$ cat src/rtl/coh_pkg.sv
package coh_pkg;
  typedef enum logic [1:0] {
    WS_INV = 2'b00,
    WS_VAL = 2'b01,
    WS_REG = 2'b10,
    WS_RO  = 2'b11
  } wstate_e;

  typedef enum logic [2:0] {
    OP_LOAD   = 3'd0,
    OP_STORE  = 3'd1,
    OP_ACQ    = 3'd2,
    OP_FILL   = 3'd3,
    OP_GRANT  = 3'd4,
    OP_REVOKE = 3'd5
  } op_e;
endpackage

$ cat src/rtl/cwt_word_cell.sv
module cwt_word_cell
  import coh_pkg::*;
#(
  parameter int DW = 32
) (
  input  logic          clk,
  input  logic          rst_n,
  input  logic          en,
  input  logic          sel,
  input  op_e           op,
  input  logic          ro,
  input  logic [DW-1:0] wdata,
  output wstate_e       st,
  output logic [DW-1:0] data
);
  wstate_e       st_q, st_d;
  logic          data_we;
  logic [DW-1:0] data_q;

  always_comb begin
    st_d    = st_q;
    data_we = 1'b0;
    if (en) begin
      case (op)
        OP_ACQ:    if (st_q == WS_VAL) st_d = WS_INV;
        OP_STORE:  if (sel) data_we = 1'b1;
        OP_FILL:   if (sel && st_q != WS_REG) begin
                     st_d    = ro ? WS_RO : WS_VAL;
                     data_we = 1'b1;
                   end
        OP_GRANT:  if (sel) st_d = WS_REG;
        OP_REVOKE: if (sel && st_q == WS_REG) st_d = WS_INV;
        default:   ;
      endcase
    end
  end

  always_ff @(posedge clk or negedge rst_n) begin
    if (!rst_n) st_q <= WS_INV;
    else        st_q <= st_d;
  end

  always_ff @(posedge clk) begin
    if (data_we) data_q <= wdata;
  end

  assign st   = st_q;
  assign data = data_q;
endmodule

$ cat src/rtl/cwt_llc_meta.sv
module cwt_llc_meta #(
  parameter int LINES = 4,
  parameter int WORDS = 4,
  localparam int LW = $clog2(LINES),
  localparam int WW = $clog2(WORDS)
) (
  input  logic                   clk,
  input  logic                   rst_n,
  input  logic                   fill_en,
  input  logic                   grant_en,
  input  logic                   revoke_en,
  input  logic [LW-1:0]          line,
  input  logic [WW-1:0]          word,
  input  logic [LW-1:0]          q_line,
  output logic                   q_valid,
  output logic                   q_dirty,
  output logic [WORDS-1:0]       q_owned,
  output logic [LINES*WORDS-1:0] owned_flat
);
  logic             vld_a [LINES];
  logic             drt_a [LINES];
  logic [WORDS-1:0] own_a [LINES];

  for (genvar l = 0; l < LINES; l++) begin : g_line
    logic             v_q, v_d, d_q, d_d, hit;
    logic [WORDS-1:0] o_q, o_d;

    assign hit = (line == LW'(l));

    always_comb begin
      v_d = v_q | (fill_en & hit);
      d_d = d_q | (revoke_en & hit);
      o_d = o_q;
      if (grant_en && hit)  o_d[word] = 1'b1;
      if (revoke_en && hit) o_d[word] = 1'b0;
    end

    always_ff @(posedge clk or negedge rst_n) begin
      if (!rst_n) begin
        v_q <= 1'b0;
        d_q <= 1'b0;
        o_q <= '0;
      end else begin
        v_q <= v_d;
        d_q <= d_d;
        o_q <= o_d;
      end
    end

    assign vld_a[l] = v_q;
    assign drt_a[l] = d_q;
    assign own_a[l] = o_q;
    assign owned_flat[l*WORDS +: WORDS] = o_q;
  end

  assign q_valid = vld_a[q_line];
  assign q_dirty = drt_a[q_line];
  assign q_owned = own_a[q_line];
endmodule

$ cat src/rtl/coh_word_tracker.sv
module coh_word_tracker
  import coh_pkg::*;
#(
  parameter int LINES = 4,
  parameter int WORDS = 4,
  parameter int DW    = 32,
  localparam int LW    = $clog2(LINES),
  localparam int WW    = $clog2(WORDS),
  localparam int NCELL = LINES * WORDS,
  localparam int IW    = LW + WW
) (
  input  logic             clk,
  input  logic             rst_n,
  input  logic             req_valid,
  input  logic [2:0]       req_op,
  input  logic [LW-1:0]    req_line,
  input  logic [WW-1:0]    req_word,
  input  logic             req_ro,
  input  logic [DW-1:0]    req_wdata,
  output logic             rsp_valid,
  output logic             rsp_hit,
  output logic [1:0]       rsp_state,
  output logic [DW-1:0]    rsp_data,
  output logic             regq_valid,
  output logic [LW-1:0]    regq_line,
  output logic [WW-1:0]    regq_word,
  output logic             rvk_valid,
  output logic [DW-1:0]    rvk_data,
  input  logic [LW-1:0]    meta_line,
  output logic             meta_valid,
  output logic             meta_dirty,
  output logic [WORDS-1:0] meta_owned
);
  op_e             op;
  logic [IW-1:0]   cur_idx;
  wstate_e         cell_st   [NCELL];
  logic [DW-1:0]   cell_data [NCELL];
  logic [2*NCELL-1:0] st_flat;
  logic [NCELL-1:0]   owned_flat;

  assign op      = op_e'(req_op);
  assign cur_idx = {req_line, req_word};

  // word state cells, one per word of every line
  for (genvar i = 0; i < NCELL; i++) begin : g_cell
    cwt_word_cell #(.DW(DW)) u_cell (
      .clk   (clk),
      .rst_n (rst_n),
      .en    (req_valid),
      .sel   (cur_idx == IW'(i)),
      .op    (op),
      .ro    (req_ro),
      .wdata (req_wdata),
      .st    (cell_st[i]),
      .data  (cell_data[i])
    );
    assign st_flat[2*i +: 2] = cell_st[i];
  end

  // response next-state
  wstate_e       cur_st;
  logic [DW-1:0] cur_data;
  logic          is_load, is_store, is_revoke;
  logic          rsp_valid_d, rsp_hit_d, regq_d, rvk_d;

  always_comb begin
    cur_st      = cell_st[cur_idx];
    cur_data    = cell_data[cur_idx];
    is_load     = req_valid && (op == OP_LOAD);
    is_store    = req_valid && (op == OP_STORE);
    is_revoke   = req_valid && (op == OP_REVOKE);
    rsp_valid_d = is_load | is_store;
    rsp_hit_d   = is_load ? (cur_st != WS_INV) : (cur_st == WS_REG);
    regq_d      = is_store && (cur_st != WS_REG);
    rvk_d       = is_revoke && (cur_st == WS_REG);
  end

  // response registers
  always_ff @(posedge clk or negedge rst_n) begin
    if (!rst_n) begin
      rsp_valid  <= 1'b0;
      rsp_hit    <= 1'b0;
      rsp_state  <= 2'b00;
      regq_valid <= 1'b0;
      rvk_valid  <= 1'b0;
    end else begin
      rsp_valid  <= rsp_valid_d;
      rsp_hit    <= rsp_hit_d;
      rsp_state  <= cur_st;
      regq_valid <= regq_d;
      rvk_valid  <= rvk_d;
    end
  end

  always_ff @(posedge clk) begin
    if (rsp_valid_d) rsp_data <= cur_data;
    if (rvk_d)       rvk_data <= cur_data;
    if (regq_d) begin
      regq_line <= req_line;
      regq_word <= req_word;
    end
  end

  cwt_llc_meta #(.LINES(LINES), .WORDS(WORDS)) u_meta (
    .clk        (clk),
    .rst_n      (rst_n),
    .fill_en    (req_valid && op == OP_FILL),
    .grant_en   (req_valid && op == OP_GRANT),
    .revoke_en  (rvk_d),
    .line       (req_line),
    .word       (req_word),
    .q_line     (meta_line),
    .q_valid    (meta_valid),
    .q_dirty    (meta_dirty),
    .q_owned    (meta_owned),
    .owned_flat (owned_flat)
  );
endmodule

$ cat config.mk
export PLATFORM = sky130hd
export DESIGN_NAME = coh_word_tracker
export DESIGN_NICKNAME = d
export VERILOG_FILES = /design/src/rtl/coh_pkg.sv /design/src/rtl/cwt_word_cell.sv /design/src/rtl/cwt_llc_meta.sv /design/src/rtl/coh_word_tracker.sv
export SDC_FILE = /design/constraint.sdc
export NUM_CORES = 1
export LEC_CHECK = 0
export ABC_AREA = 1
export BUFFER_PORTS_ARGS = -buffer_cell sky130_fd_sc_hd__buf_2
export CAP_MARGIN = 20
export CORE_MARGIN = 3
export CORE_UTILIZATION = 50
export DETAILED_ROUTE_END_ITERATION = 16
export PLACE_DENSITY = 0.66
export REMOVE_ABC_BUFFERS = 1
export SETUP_SLACK_MARGIN = 0.4
export SKIP_LAST_GASP = 1
export SLEW_MARGIN = 0
export SYNTH_ARGS = -nofsm -noshare
export SYNTH_HDL_FRONTEND = slang
export SYNTH_SLANG_ARGS = --single-unit
export TNS_END_PERCENT = 100
$ cat constraint.sdc
create_clock -name clk -period 12.1 [get_ports clk]
set_input_delay 0.605 -clock clk [delete_from_list [all_inputs] [get_ports clk]]
set_output_delay 0.605 -clock clk [all_outputs]
set_load 0.01 [all_outputs]
==> results.py <==
metrics = {
    "critical_path": {
        "slowest_delay_ns": 0.90,
        "critPathMaxFanout": 37,
        "crit_type": "primary input to flip-flop",
        "crit_chain": "buf_2, nand2_1, inv_2, nand2_1, nand2_1, inv_1, nand2_1, nand3_2, inv_2, buf_12",
        "arrival_ns": 3.41,
        "crit_top_cell": "nand2_1",
        "crit_family": "buffers and inverters",
        "cp_data_required_time_ns": 12.42,
        "slowest_stage": "inv_2",
        "cp.buffers_inverters": 5,
        "critPathLaunchType": "primary input",
        "endpoint_kind": "flip-flop",
    },
    "sta": {
        "setup_tns_ns": 0,
        "rsz0062_at_grt": "false",
        "fmax_mhz": 323,
        "skew_ns": 0.0115,
        "final.period_utilization_pct": 25.6,
        "hold-worst-slack_ns": 0.158,
        "worstMarginPinSlew_ns": 1.11,
        "slew_viol_final": 0,
        "setup_viol": 0,
        "setup_slack_ns": 9.01,
        "period_needed_ns": 3.09,
        "final-hold-violation-count": 0,
        "slew-limit-headroom_pct": 26.1,
    },
    "die": {
        "die_h_um": 228,
        "core_um2": 48100,
        "start_util_pct": 51.1,
        "die_x_um": 228,
        "die_area_um2": 51900,
        "row_count": 80,
        "ios": 125,
    },
    "global_routing": {
        "grt_pass1_wl_mm": 91.6,
        "grt_max_degree": 134,
        "grt_pass1_vias": 14700,
        "gr-total-overflow": 0,
        "antenna_found_initial": 2,
        "grt_usage_pct": 23.0,
    },
    "placement": {
        "port_buffers": 124,
        "place_inst": 2450,
        "place_hpwl_mm": 31.0,
        "pre_cts_ws_ns": 8.38,
        "gp_congestion": 0.884,
        "placed_area_um2": 26000,
    },
    "clocking": {
        "clk_pin_slew_ns": 0.07,
        "cts_buffers": 61,
        "cts_tree": "built",
        "cts_buffer_depth": 3,
        "cts_root_buf": "clkbuf_16",
        "cts_setup_buffers": 0,
        "cts_hold_buffers": 0,
        "cts_sinks": 642,
        "cts_resized": 0,
        "clkLatencyLatePin_ns": 0.62,
        "cts_max_level": 2,
    },
    "power_and_ir_drop": {
        "power.share.clock_pct": 42.6,
        "p_leak_nw": 9.96,
        "switching_share_pct": 21.6,
        "pwr-share-comb_pct": 5.6,
        "seqPwrFrac_pct": 51.8,
        "internal_power_mw": 3.76,
        "vdd.ir_drop.worst_mv": 0.0932,
        "p_total_mw": 4.79,
        "p_per_area_nw_per_um2": 170,
        "power_switching_mw": 1.04,
    },
    "final_layout": {
        "areaGrowthSynthToFinish_pct": 14.6,
        "final_cell_area_um2": 28200,
        "fillCellCount": 3734,
        "nets": 1902,
        "final_cells": 2565,
        "seq_area_um2": 19000,
        "multiInputGateArea_um2": 5170,
        "drive_gt1_share_pct": 16.0,
        "post-route-util_pct": 58.5,
    },
    "route": {
        "viasPerCell": 5.86,
        "num_vias": 15000,
        "route.detailed.drc": 0,
        "drt_iter0_markers": 1354,
        "dr.pass1.iters": 5,
        "routed_wl_mm": 60.4,
        "wl_per_cell_um": 23.6,
        "ant_nets": 0,
    },
    "logic_synthesis": {
        "yosys.area.top_type_share_pct": 70.8,
        "synth_most_common_cell": "edfxtp_1",
        "yosys-top-cells-area": "edfxtp_1 71%, a22oi_1 7.8%, nand2_1 6.4%, dfrtp_1 6.3%, o21ai_0 1.2%",
        "yosysSeqAreaShare_pct": 77.1,
        "synth_area_leader_cell": "edfxtp_1",
        "postSynthAreaPerCell_um2": 14.2,
        "synth_flop_cell": "edfxtp_1",
        "syn_area_um2": 24600,
        "syn-instance-count": 1727,
        "async_flop_share_pct": 9.66,
        "ys_ff_latch": 642,
        "synth_edf_count": 580,
        "ys_warn_count": 0,
        "ys_types": 35,
        "synth_commonest_cells": "580 x edfxtp_1, 420 x nand2_1, 256 x a22oi_1",
    },
    "run_status": {
        "status": "finished clean",
    },
    "flow_run": {
        "max_cap_violations": 0,
    },
    "min_path": {
        "hp-class": "primary input to asynchronous set/reset pin",
    },
}
==> per-layer routing <==
metal,wire (um),vias up,track usage (%)
li1,-,6764,-
met1,26000,7621,32.6
met2,28800,540,37.0
met3,4050,114,3.44
met4,1610,0,7.63
met5,0,-,0
==> layout by cell type, fill, tap and decap left out, drive strengths merged, types with 2 or more instances in the layout <==
| cell | n |
|---|---|
| nand2 | 423 |
| nor4 | 8 |
| a211oi | 2 |
| o22ai | 5 |
| nand3 | 17 |
| clkbuf | 68 |
| buf | 152 |
| clkinvlp | 6 |
| clkinv | 25 |
| o21ai | 67 |
| nor3 | 9 |
| o2111ai | 2 |
| o21bai | 5 |
| nor2 | 67 |
| a31oi | 2 |
| dfrtp | 62 |
| inv | 52 |
| edfxtp | 580 |
| a21oi | 46 |
| a22oi | 256 |
| bufinv | 14 |
| nand4 | 37 |
==> kinds of logic (layout without fill, tap and decap cells) <==
kind of cell,after synthesis,count (layout),share of synthesized area (%)
other,0,1,0
AO/OA/AOI/OAI,387,387,10.7
buffers and inverters,136,317,2.51
flip-flops,642,642,77.1
AND/OR/NAND/NOR,562,562,9.71
==> final cells by class <==
type                       count  share of cell area [%]
multi-input combinational    949                    18.3
inverter                      51                   0.706
sequential                   642                    67.3
tap                          656                    2.91
antenna                        1                 0.00888
timing repair buffer         152                    3.04
clock inverter                46                    2.17
clock buffer                  68                    5.51
==> power groups by stage <==
stage	logic (mW)	clock network [mW]	registers [mW]
floorplan	0.150	0	2.53
global placement	0.263	0	2.53
detailed placement	0.269	0	2.53
CTS	0.270	2.07	2.48
global route	0.300	2.16	2.49
finish	0.270	2.04	2.48
==> final timing paths <==
check,from,slack (ns),cells past startpoint,end
max in group asynchronous,rst_n,11.43,2,g_cell[13].u_cell.st[0]$_DFFE_PN0P_
max reg2reg,g_cell[7].u_cell.st[0]$_DFFE_PN0P_,9.56,10,rvk_data[6]$_DFFE_PN_
max,req_line[0],9.01,10,rvk_data[6]$_DFFE_PN_
min reg2reg,u_meta.g_line[1].d_q$_DFF_PN0_,0.46,2,u_meta.g_line[1].d_q$_DFF_PN0_
min,rst_n,0.16,2,regq_valid$_DFF_PN0_
min in group clk,req_line[1],0.23,1,regq_line[1]$_DFFE_PP_
==> state kept, by name, indices dropped and copies added, names as in the netlist, named ones only <==
| register | count |
|---|---|
| rsp_data | 32 |
| rsp_state | 2 |
| regq_word | 2 |
| rsp_hit | 1 |
| rvk_data | 32 |
| g_cell.u_cell.data | 512 |
| u_meta.g_line.o_q | 8 |
| regq_line | 2 |
| regq_valid | 1 |
| g_cell.u_cell.st | 32 |
| rsp_valid | 1 |
| rvk_valid | 1 |
| u_meta.g_line.v_q | 4 |
| u_meta.g_line.d_q | 4 |
(Power assumes the default switching activity.)
